$ cat config.mk
export PLATFORM = sky130hd
export DESIGN_NAME = i2c_cond_monitor
export DESIGN_NICKNAME = d
export VERILOG_FILES = /design/src/rtl/i2cmon_pkg.sv /design/src/rtl/i2cmon_sync.sv /design/src/rtl/i2cmon_cond_detect.sv /design/src/rtl/i2cmon_frame_track.sv /design/src/rtl/i2c_cond_monitor.sv
export SDC_FILE = /design/constraint.sdc
export NUM_CORES = 1
export LEC_CHECK = 0
export ABC_AREA = 1
export BUFFER_PORTS_ARGS = -buffer_cell sky130_fd_sc_hd__buf_2
export CAP_MARGIN = 40
export CORE_UTILIZATION = 46
export DETAILED_ROUTE_END_ITERATION = 7
export GPL_ROUTABILITY_DRIVEN = 0
export PLACE_DENSITY_LB_ADDON = 0.2
export SETUP_SLACK_MARGIN = 0.3
export SLEW_MARGIN = 40
export SYNTH_ARGS = -nofsm -noshare
export SYNTH_HDL_FRONTEND = slang
export SYNTH_SLANG_ARGS = --single-unit
export TNS_END_PERCENT = 30
$ cat constraint.sdc
create_clock -name clk -period 1.32 [get_ports clk]
set_input_delay 0.198 -clock clk [delete_from_list [all_inputs] [get_ports clk]]
set_output_delay 0.198 -clock clk [all_outputs]
set_load 0.03 [all_outputs]
$ cat src/rtl/i2cmon_pkg.sv
package i2cmon_pkg;

  localparam int ACK_POS = 8;
  localparam int POS_W   = $clog2(ACK_POS + 1);

  localparam logic [7:0] STAT_NOINFO = 8'hF8;
  localparam logic [7:0] STAT_BUSERR = 8'h00;

  typedef enum logic {
    MON_UNADDR = 1'b0,
    MON_FAULT  = 1'b1
  } mon_state_e;

  typedef struct packed {
    logic start;
    logic stop;
    logic scl_rise;
    logic scl_fall;
  } bus_evt_t;

  // next slot index within a 9-slot frame
  function automatic logic [POS_W-1:0] pos_advance(input logic [POS_W-1:0] pos);
    if (pos == POS_W'(ACK_POS)) return '0;
    return pos + POS_W'(1);
  endfunction

  // a condition is illegal once any slot past slot 0 of a byte is in progress
  function automatic logic cond_illegal(input logic busy, input logic [POS_W-1:0] pos);
    return busy && (pos != '0);
  endfunction

  function automatic logic [7:0] status_code(input logic fault);
    return fault ? STAT_BUSERR : STAT_NOINFO;
  endfunction

endpackage

$ cat src/rtl/i2cmon_sync.sv
module i2cmon_sync #(
  parameter int   STAGES  = 2,
  parameter logic RST_VAL = 1'b1
) (
  input  logic clk,
  input  logic rst_n,
  input  logic d_in,
  output logic q_out
);

  logic [STAGES-1:0] chain;

  for (genvar g = 0; g < STAGES; g++) begin : g_stage
    if (g == 0) begin : g_first
      always_ff @(posedge clk or negedge rst_n) begin
        if (!rst_n) chain[0] <= RST_VAL;
        else        chain[0] <= d_in;
      end
    end else begin : g_next
      always_ff @(posedge clk or negedge rst_n) begin
        if (!rst_n) chain[g] <= RST_VAL;
        else        chain[g] <= chain[g-1];
      end
    end
  end

  assign q_out = chain[STAGES-1];

endmodule

$ cat src/rtl/i2cmon_cond_detect.sv
module i2cmon_cond_detect
  import i2cmon_pkg::*;
(
  input  logic     clk,
  input  logic     rst_n,
  input  logic     scl_s,
  input  logic     sda_s,
  output bus_evt_t evt
);

  logic scl_p, sda_p;

  always_ff @(posedge clk or negedge rst_n) begin
    if (!rst_n) begin
      scl_p <= 1'b1;
      sda_p <= 1'b1;
    end else begin
      scl_p <= scl_s;
      sda_p <= sda_s;
    end
  end

  logic scl_held_high;
  assign scl_held_high = scl_p && scl_s;

  always_comb begin
    evt.start    = scl_held_high && sda_p && !sda_s;
    evt.stop     = scl_held_high && !sda_p && sda_s;
    evt.scl_rise = !scl_p && scl_s;
    evt.scl_fall = scl_p && !scl_s;
  end


  start_pulse_chk: assert property (@(posedge clk) disable iff (!rst_n)
    evt.start |=> !evt.start);


  stop_pulse_chk: assert property (@(posedge clk) disable iff (!rst_n)
    evt.stop |=> !evt.stop);

endmodule

$ cat src/rtl/i2cmon_frame_track.sv
module i2cmon_frame_track
  import i2cmon_pkg::*;
(
  input  logic             clk,
  input  logic             rst_n,
  input  bus_evt_t         evt,
  output logic             busy,
  output logic [POS_W-1:0] pos,
  output logic             err_evt
);

  logic             busy_q;
  logic [POS_W-1:0] pos_q;
  logic             clk_seen_q;

  assign err_evt = (evt.start || evt.stop) && cond_illegal(busy_q, pos_q);

  always_ff @(posedge clk or negedge rst_n) begin
    if (!rst_n) begin
      busy_q     <= 1'b0;
      pos_q      <= '0;
      clk_seen_q <= 1'b0;
    end else if (evt.start) begin
      busy_q     <= 1'b1;
      pos_q      <= '0;
      clk_seen_q <= 1'b0;
    end else if (evt.stop) begin
      busy_q     <= 1'b0;
      pos_q      <= '0;
      clk_seen_q <= 1'b0;
    end else if (busy_q) begin
      if (evt.scl_rise) begin
        clk_seen_q <= 1'b1;
      end else if (evt.scl_fall && clk_seen_q) begin
        clk_seen_q <= 1'b0;
        pos_q      <= pos_advance(pos_q);
      end
    end
  end

  assign busy = busy_q;
  assign pos  = pos_q;


  pos_range_chk: assert property (@(posedge clk) disable iff (!rst_n)
    pos_q <= POS_W'(ACK_POS));


  busy_on_start_chk: assert property (@(posedge clk) disable iff (!rst_n)
    evt.start |=> (busy_q && pos_q == '0));


  idle_on_stop_chk: assert property (@(posedge clk) disable iff (!rst_n)
    evt.stop |=> !busy_q);

endmodule

$ cat src/rtl/i2c_cond_monitor.sv
module i2c_cond_monitor
  import i2cmon_pkg::*;
#(
  parameter int SYNC_STAGES = 2
) (
  input  logic             clk,
  input  logic             rst_n,
  input  logic             scl_in,
  input  logic             sda_in,
  input  logic             wr_en,
  input  logic             wr_start,
  input  logic             wr_stop,
  input  logic             wr_ack,
  input  logic             wr_intclr,
  output logic [7:0]       status,
  output logic             int_flag,
  output logic             bus_busy,
  output logic [POS_W-1:0] bit_pos,
  output logic             start_det,
  output logic             stop_det,
  output logic             scl_pull,
  output logic             sda_pull,
  output logic             slave_unaddr,
  output logic             ctl_start,
  output logic             ctl_stop,
  output logic             ctl_ack
);

  logic scl_s, sda_s;

  i2cmon_sync #(.STAGES(SYNC_STAGES), .RST_VAL(1'b1)) u_sync_scl (
    .clk(clk), .rst_n(rst_n), .d_in(scl_in), .q_out(scl_s)
  );

  i2cmon_sync #(.STAGES(SYNC_STAGES), .RST_VAL(1'b1)) u_sync_sda (
    .clk(clk), .rst_n(rst_n), .d_in(sda_in), .q_out(sda_s)
  );

  bus_evt_t evt;

  i2cmon_cond_detect u_detect (
    .clk(clk), .rst_n(rst_n), .scl_s(scl_s), .sda_s(sda_s), .evt(evt)
  );

  logic             busy;
  logic [POS_W-1:0] pos;
  logic             err_evt;

  i2cmon_frame_track u_track (
    .clk(clk), .rst_n(rst_n), .evt(evt), .busy(busy), .pos(pos), .err_evt(err_evt)
  );

  mon_state_e state_q, state_d;
  logic       rec_cmd;
  logic       c_start_q, c_stop_q, c_ack_q;

  assign rec_cmd = wr_en && wr_intclr && wr_stop && (state_q == MON_FAULT) && !err_evt;

  always_comb begin
    state_d = state_q;
    if (err_evt)      state_d = MON_FAULT;
    else if (rec_cmd) state_d = MON_UNADDR;
  end

  always_ff @(posedge clk or negedge rst_n) begin
    if (!rst_n) begin
      state_q   <= MON_UNADDR;
      c_start_q <= 1'b0;
      c_stop_q  <= 1'b0;
      c_ack_q   <= 1'b0;
    end else begin
      state_q <= state_d;
      if (wr_en) begin
        c_start_q <= wr_start;
        c_ack_q   <= wr_ack;
        c_stop_q  <= rec_cmd ? 1'b0 : wr_stop;
      end
    end
  end

  assign int_flag     = (state_q == MON_FAULT);
  assign status       = status_code(int_flag);
  assign bus_busy     = busy;
  assign bit_pos      = pos;
  assign start_det    = evt.start;
  assign stop_det     = evt.stop;
  assign scl_pull     = int_flag;
  assign sda_pull     = int_flag;
  assign slave_unaddr = (state_q == MON_UNADDR);
  assign ctl_start    = c_start_q;
  assign ctl_stop     = c_stop_q;
  assign ctl_ack      = c_ack_q;


  err_flag_chk: assert property (@(posedge clk) disable iff (!rst_n)
    err_evt |=> (int_flag && status == STAT_BUSERR));


  noinfo_code_chk: assert property (@(posedge clk) disable iff (!rst_n)
    !int_flag |-> (status == STAT_NOINFO));


  recover_chk: assert property (@(posedge clk) disable iff (!rst_n)
    rec_cmd |=> (!int_flag && !scl_pull && !sda_pull && !ctl_stop && slave_unaddr));


  clear_ignored_chk: assert property (@(posedge clk) disable iff (!rst_n)
    (int_flag && wr_en && !wr_stop) |=> int_flag);


  hold_lines_chk: assert property (@(posedge clk) disable iff (!rst_n)
    $rose(int_flag) |-> (scl_pull && sda_pull && !slave_unaddr));

endmodule

Word level (Yosys, flattened, before mapping)
Cells that the tools add are included.
Storage, ports and cells
  word-level logic and storage cells: 69
  register bits after elaboration: 16
Cells by class
  reduce and logical (&&, ||, !) cells: 28
  bitwise logic cells: 1
  equal/unequal tests: 2
  muxes and demuxes: 24
  $add $sub $neg: 1
Operators with widths (number)
  $mux W4: 7
  $mux W1: 16
  $logic_and A1 B1 Y1: 14
  $mux W8: 1
  $reduce_bool A4 Y1: 2
  $reduce_bool A3 Y1: 2
  $logic_not A1 Y1: 5
  $add A4 B1 Y4 const B: 1
  $eq A4 B4 Y1 const B: 1
  $reduce_bool A2 Y1: 2
  $ne A3 B3 Y1 const B: 1
  $reduce_and A3 Y1: 1
  $reduce_and A2 Y1: 1
  $logic_or A1 B1 Y1: 1
  $not A1 Y1: 1

Depth between registers and ports, before layout
  depth in word-level cells: 14
  mapped depth: 8
  depth with buffers taken out: 8

By module
From an unflattened synthesis, not the netlist that was laid out.
Unflattened totals
  cells, all modules: 98
  area total of the unflattened synthesis: 838.3 µm²
By module, submodules not included
  i2cmon_frame_track: instances 1, sequential area each 150.1 µm², cells an instance 48, area an instance 390.4 µm²
  i2c_cond_monitor: instances 1, sequential area each 100.1 µm², cells an instance 33, area an instance 249.0 µm²
  i2cmon_sync: instances 2, sequential area each 52.6 µm², cells an instance 2, area an instance 52.6 µm²
  i2cmon_cond_detect: instances 1, sequential area each 52.6 µm², cells an instance 13, area an instance 93.8 µm²

Worst setup path after synthesis
OpenSTA, ideal clock, no wires.
  kind: reg-to-reg
  from: register u_track.pos_q[0], in the netlist u_track.pos[0]
  to: register u_track.pos_q[2], in the netlist u_track.pos[2]
  period minus slack after synthesis: 1315 ps
  data required time: 1254 ps
  stages on the path, launching flop included: 7
  setup slack: 5 ps
  buffers on the path: 0
  data arrival time: 1248 ps
  cells stage by stage: dfrtp_1 inv_1 ha_1 nor3b_1 nor2_2 nand3_1 nand2_1
Between the ends
  cells in the longest elaborated chain, start to end: 13
Ends and longest elaborated chain
  start: declaration: line i2cmon_frame_track.sv:13  | logic [POS_W-1:0] pos_q;
  start signal: assignment: line i2cmon_frame_track.sv:36  | pos_q <= pos_advance(pos_q);
  $eq A4 B4 Y1: line i2cmon_pkg.sv:23  | if (pos == POS_W'(ACK_POS)) return '0;
  $mux W1: line i2cmon_pkg.sv:23
  $mux W1: line i2cmon_frame_track.sv:34  | end else if (evt.scl_fall && clk_seen_q) begin
  $mux W1: line i2cmon_frame_track.sv:32  | if (evt.scl_rise) begin
  $mux W1: line i2cmon_frame_track.sv:31  | end else if (busy_q) begin
  $mux W1: line i2cmon_frame_track.sv:27  | end else if (evt.stop) begin
  $mux W1: line i2cmon_frame_track.sv:23  | end else if (evt.start) begin
  $mux W4 (*): line i2cmon_pkg.sv:24  | return pos + POS_W'(1);
  $mux W4 (*): line i2cmon_frame_track.sv:34
  $mux W4 (*): line i2cmon_frame_track.sv:32
  $mux W4 (*): line i2cmon_frame_track.sv:31
  $mux W4 (*): line i2cmon_frame_track.sv:27
  $mux W4 (*): line i2cmon_frame_track.sv:23
Mark *: on every way between the ends. The rest lies on a longest branch, timed or not. The select of a mux whose other input is x is not followed.
A chain may end at the register's enable or synchronous reset.

Worst setup path in the final report
  from: register u_sync_sda.chain[1], in the netlist u_sync_sda.q_out
  to: output port stop_det
Between the ends
  cells in the longest elaborated chain, start to end: 1
Ends and longest elaborated chain
  start: declaration: line i2cmon_sync.sv:11  | logic [STAGES-1:0] chain;
  start signal: indexed assignment: line i2cmon_sync.sv:22  | else chain[g] <= chain[g-1];
  $logic_and A1 B1 Y1: line i2cmon_cond_detect.sv:28  | evt.stop = scl_held_high && !sda_p && sda_s;
  end: declaration: line i2c_cond_monitor.sv:20  | output logic stop_det,
No other way between the ends.

==> impl_metrics.toml <==
[outcome]
status = "complete, but fails checks"
violations = "design-rule violations, negative setup slack"

[synth]
syn_avg_cell_area_um2 = 8.74
synth_top_area_cell = "dfrtp_1"
yosys_warnings = 0
synth_cell_type_count = 20
synth_cells = 92
synth_top_cells_by_area = "dfrtp_1 (31%), dfstp_2 (20%), buf_4 (9.3%), nand2_1 (8.9%), inv_1 (7.0%)"
yosysTopAreaCellShare_pct = 31.1
ys_seq_area_share_pct = 50.7
syn_area_um2 = 805
synth_seq_cells = 16

[grt]
globalRouteTotalUtil_pct = 19.0
grt_pass1_wl_um = 2590
grt_max_degree = 17
antenna_found_initial = 0
grt_overflow = 0
top_usage_layer = "met2"
grt.met3_usage_pct = 4.17
grt_pass1_vias = 643
use_met2_pct = 34.3
use_met1_pct = 19.9

[setup_path]
r2r_start = "u_detect.sda_p$_DFF_PN1_"
worst_path_most_repeated_cell = "inv_2"
crit_family = "flip-flops"
crit_path_end_kind = "output pin"
path_class = "register to output pin"
cp.arrival_ps = 1240
cp_slowest_cell = "dfstp_2"
crit_required_ps = 1120
timing.rr.end = "u_track.pos[2]$_DFFE_PN0P_"
reg2reg_depth = 9
cp.buffers_inverters = 3
max_stage_delay_ps = 560
r2r_slack_ps = -50
crit_fanout = 3
path_cells = "inv_2, nor2_2, nand2_2, inv_2, buf_6"
start_kind = "register"

[timing]
finalSetupViolCount = 7
fin_ws_ps = -119
period_share_pct = 109
period_needed_ps = 1440
hold_viol = 0
drv_slew = 0
clock.fmax_mhz = 695
finalClockSkew_ps = 7.29
rsz0062_at_grt = "true"

[drt]
num_vias = 680
drc = 3
drtAntennaViolNets = 0
vias_per_cell = 4.86
drt_iter0_drc = 14
first_pass_iters = 6
finalWirelength_um = 1620
wl_per_cell_um = 11.5

[power]
p_clk_share_pct = 11.9
p_sw_mw = 0.995
power_leakage_nw = 0.621
ir_worst_vdd_uv = 1240
p_seq_share_pct = 33.6
comb_power_share_pct = 54.6
intPower_mw = 1.26
p_per_area_mw_per_mm2 = 1960
switching_share_pct = 44.1

[finish]
num_antenna_cells = 0
layout-drive-gt1-share_pct = 53.2
final_util_pct = 73.2
final-instance-count-excl-fill = 140
fin_nets = 136
final_common_cell = "buf_6"
area_growth_syn_to_layout_pct = 43.4
mostFrequentLayoutCells = "buf_6 (19), nand2_1 (18), nand3_1 (9)"

[min_path]
min_to = "ctl_ack$_DFFE_PN0P_"
hold_path.startpoint = "wr_ack"
hp-class = "primary input to register"
holdPathStages = 3

[clock_tree]
clock-root-buffer = "clkbuf_4"
cts_max_level = 1
clock_latency_ps = 280
cts_num_sinks = 16
cts.path.max_buffers = 2
path_clk_slew_ps = 100
tritoncts = "done"
cts_buffers = 3

[die]
die_area_mm2 = 0.00192
rows = 14
dieWidth_um = 43.8
coreArea_mm2 = 0.00158
ioPinCount = 31
start_util_pct = 51.0
fp.dieH_um = 43.8

[placed_design]
dpl.hpwl_um = 1020
dp.cells = 127
port_buffers = 27

[flow_run]
max_cap_viol_count = 0
## cell families after synthesis
kind of cell	after synthesis	share of synthesized area, %
other cells	1	0.466
xor+xnor	2	2.18
buf+inv	27	17.3
flops	16	50.7
compound gates	4	2.49
simple gates	40	23.8
fa+ha+maj	2	3.11
## worst max-delay path by stage
stage                     depth (start not counted)                  startpoint                         end
final                                             5  u_sync_sda.q_out$_DFF_PN1_                    stop_det
after global routing                              5  u_sync_sda.q_out$_DFF_PN1_                    stop_det
after CTS                                         5    u_detect.sda_p$_DFF_PN1_                   start_det
after detailed placement                          5  u_sync_sda.q_out$_DFF_PN1_                    stop_det
after global placement                            5  u_sync_scl.q_out$_DFF_PN1_  u_track.pos[0]$_DFFE_PN0P_
after floorplan                                   4    u_detect.sda_p$_DFF_PN1_                   start_det
## layer usage
metal / up-vias / wire (um)
li1: 329 / -
met1: 319 / 674
met2: 28 / 825
met3: 4 / 84
met4: 0 / 32
met5: - / 0
## worst register-to-register path: cells and delay by family (launching register included)
| kind | cells | cell delay (ps) |
|---|---|---|
| DFF | 1 | 550 |
| and+or+nand+nor | 5 | 380 |
| buffers and inverters | 4 | 350 |
## stage by stage
| stage | hold WS (ps) | worst slack (ps) | total power, mW | instance area, um2 | TNS [ps] |
|---|---|---|---|---|---|
| final | 107 | -119 | 2.26 | 1150 | -400 |
| after global routing | 112 | -185 | 2.41 | 1150 | -890 |
| after floorplan | -97.6 | 180 | 1.55 | 838 | 0 |
| after global placement | 125 | 102 | 1.67 | 918 | 0 |
| after CTS | 0.277 | -104 | 2.26 | 1110 | -349 |
| after detailed placement | 131 | 94.5 | 1.70 | 918 | 0 |
## power groups by stage
stage	clock (mW)	sequential (mW)	combinational, mW
after CTS	0.281	0.754	1.22
after global routing	0.310	0.775	1.32
after global placement	0	0.733	0.936
final	0.268	0.758	1.23
after detailed placement	0	0.738	0.961
after floorplan	0	0.893	0.660
## final cells by class
class,instances,area (um2)
fill,119,423
sequential,16,413
timing repair buffer,36,329
multi-input combinational,51,299
inverter,17,66.3
clock buffer,4,26.3
tap,16,20.0
## registers in the layout, summed over array words and instances (netlist names)
register,flops
u_detect.sda_p,1
ctl_start,1
u_sync_sda.chain,1
u_sync_scl.q_out,1
u_track.pos,4
u_track.clk_seen_q,1
int_flag,1
u_sync_scl.chain,1
u_detect.scl_p,1
u_track.busy,1
u_sync_sda.q_out,1
ctl_ack,1
ctl_stop,1
## cells in the mapped netlist, drive strengths merged
cell type and n:
inv 17, a21oi 1, nand2 23, nor3b 1
buf 10, xor2 2, ha 2, dfstp 6
conb 1, nand3 10, o21ai 3, nor2 5
dfrtp 10, nand4 1
## timing repair
item	CTS	global route
setup endpoints to repair	27	27
pin swaps	2	4
cloned	0	0
hold buffers	1	2
gates resized for setup	41	4
buffers inserted	4	2
hold endpoints to repair	10	2
Power figures use the tool's default switching activity.
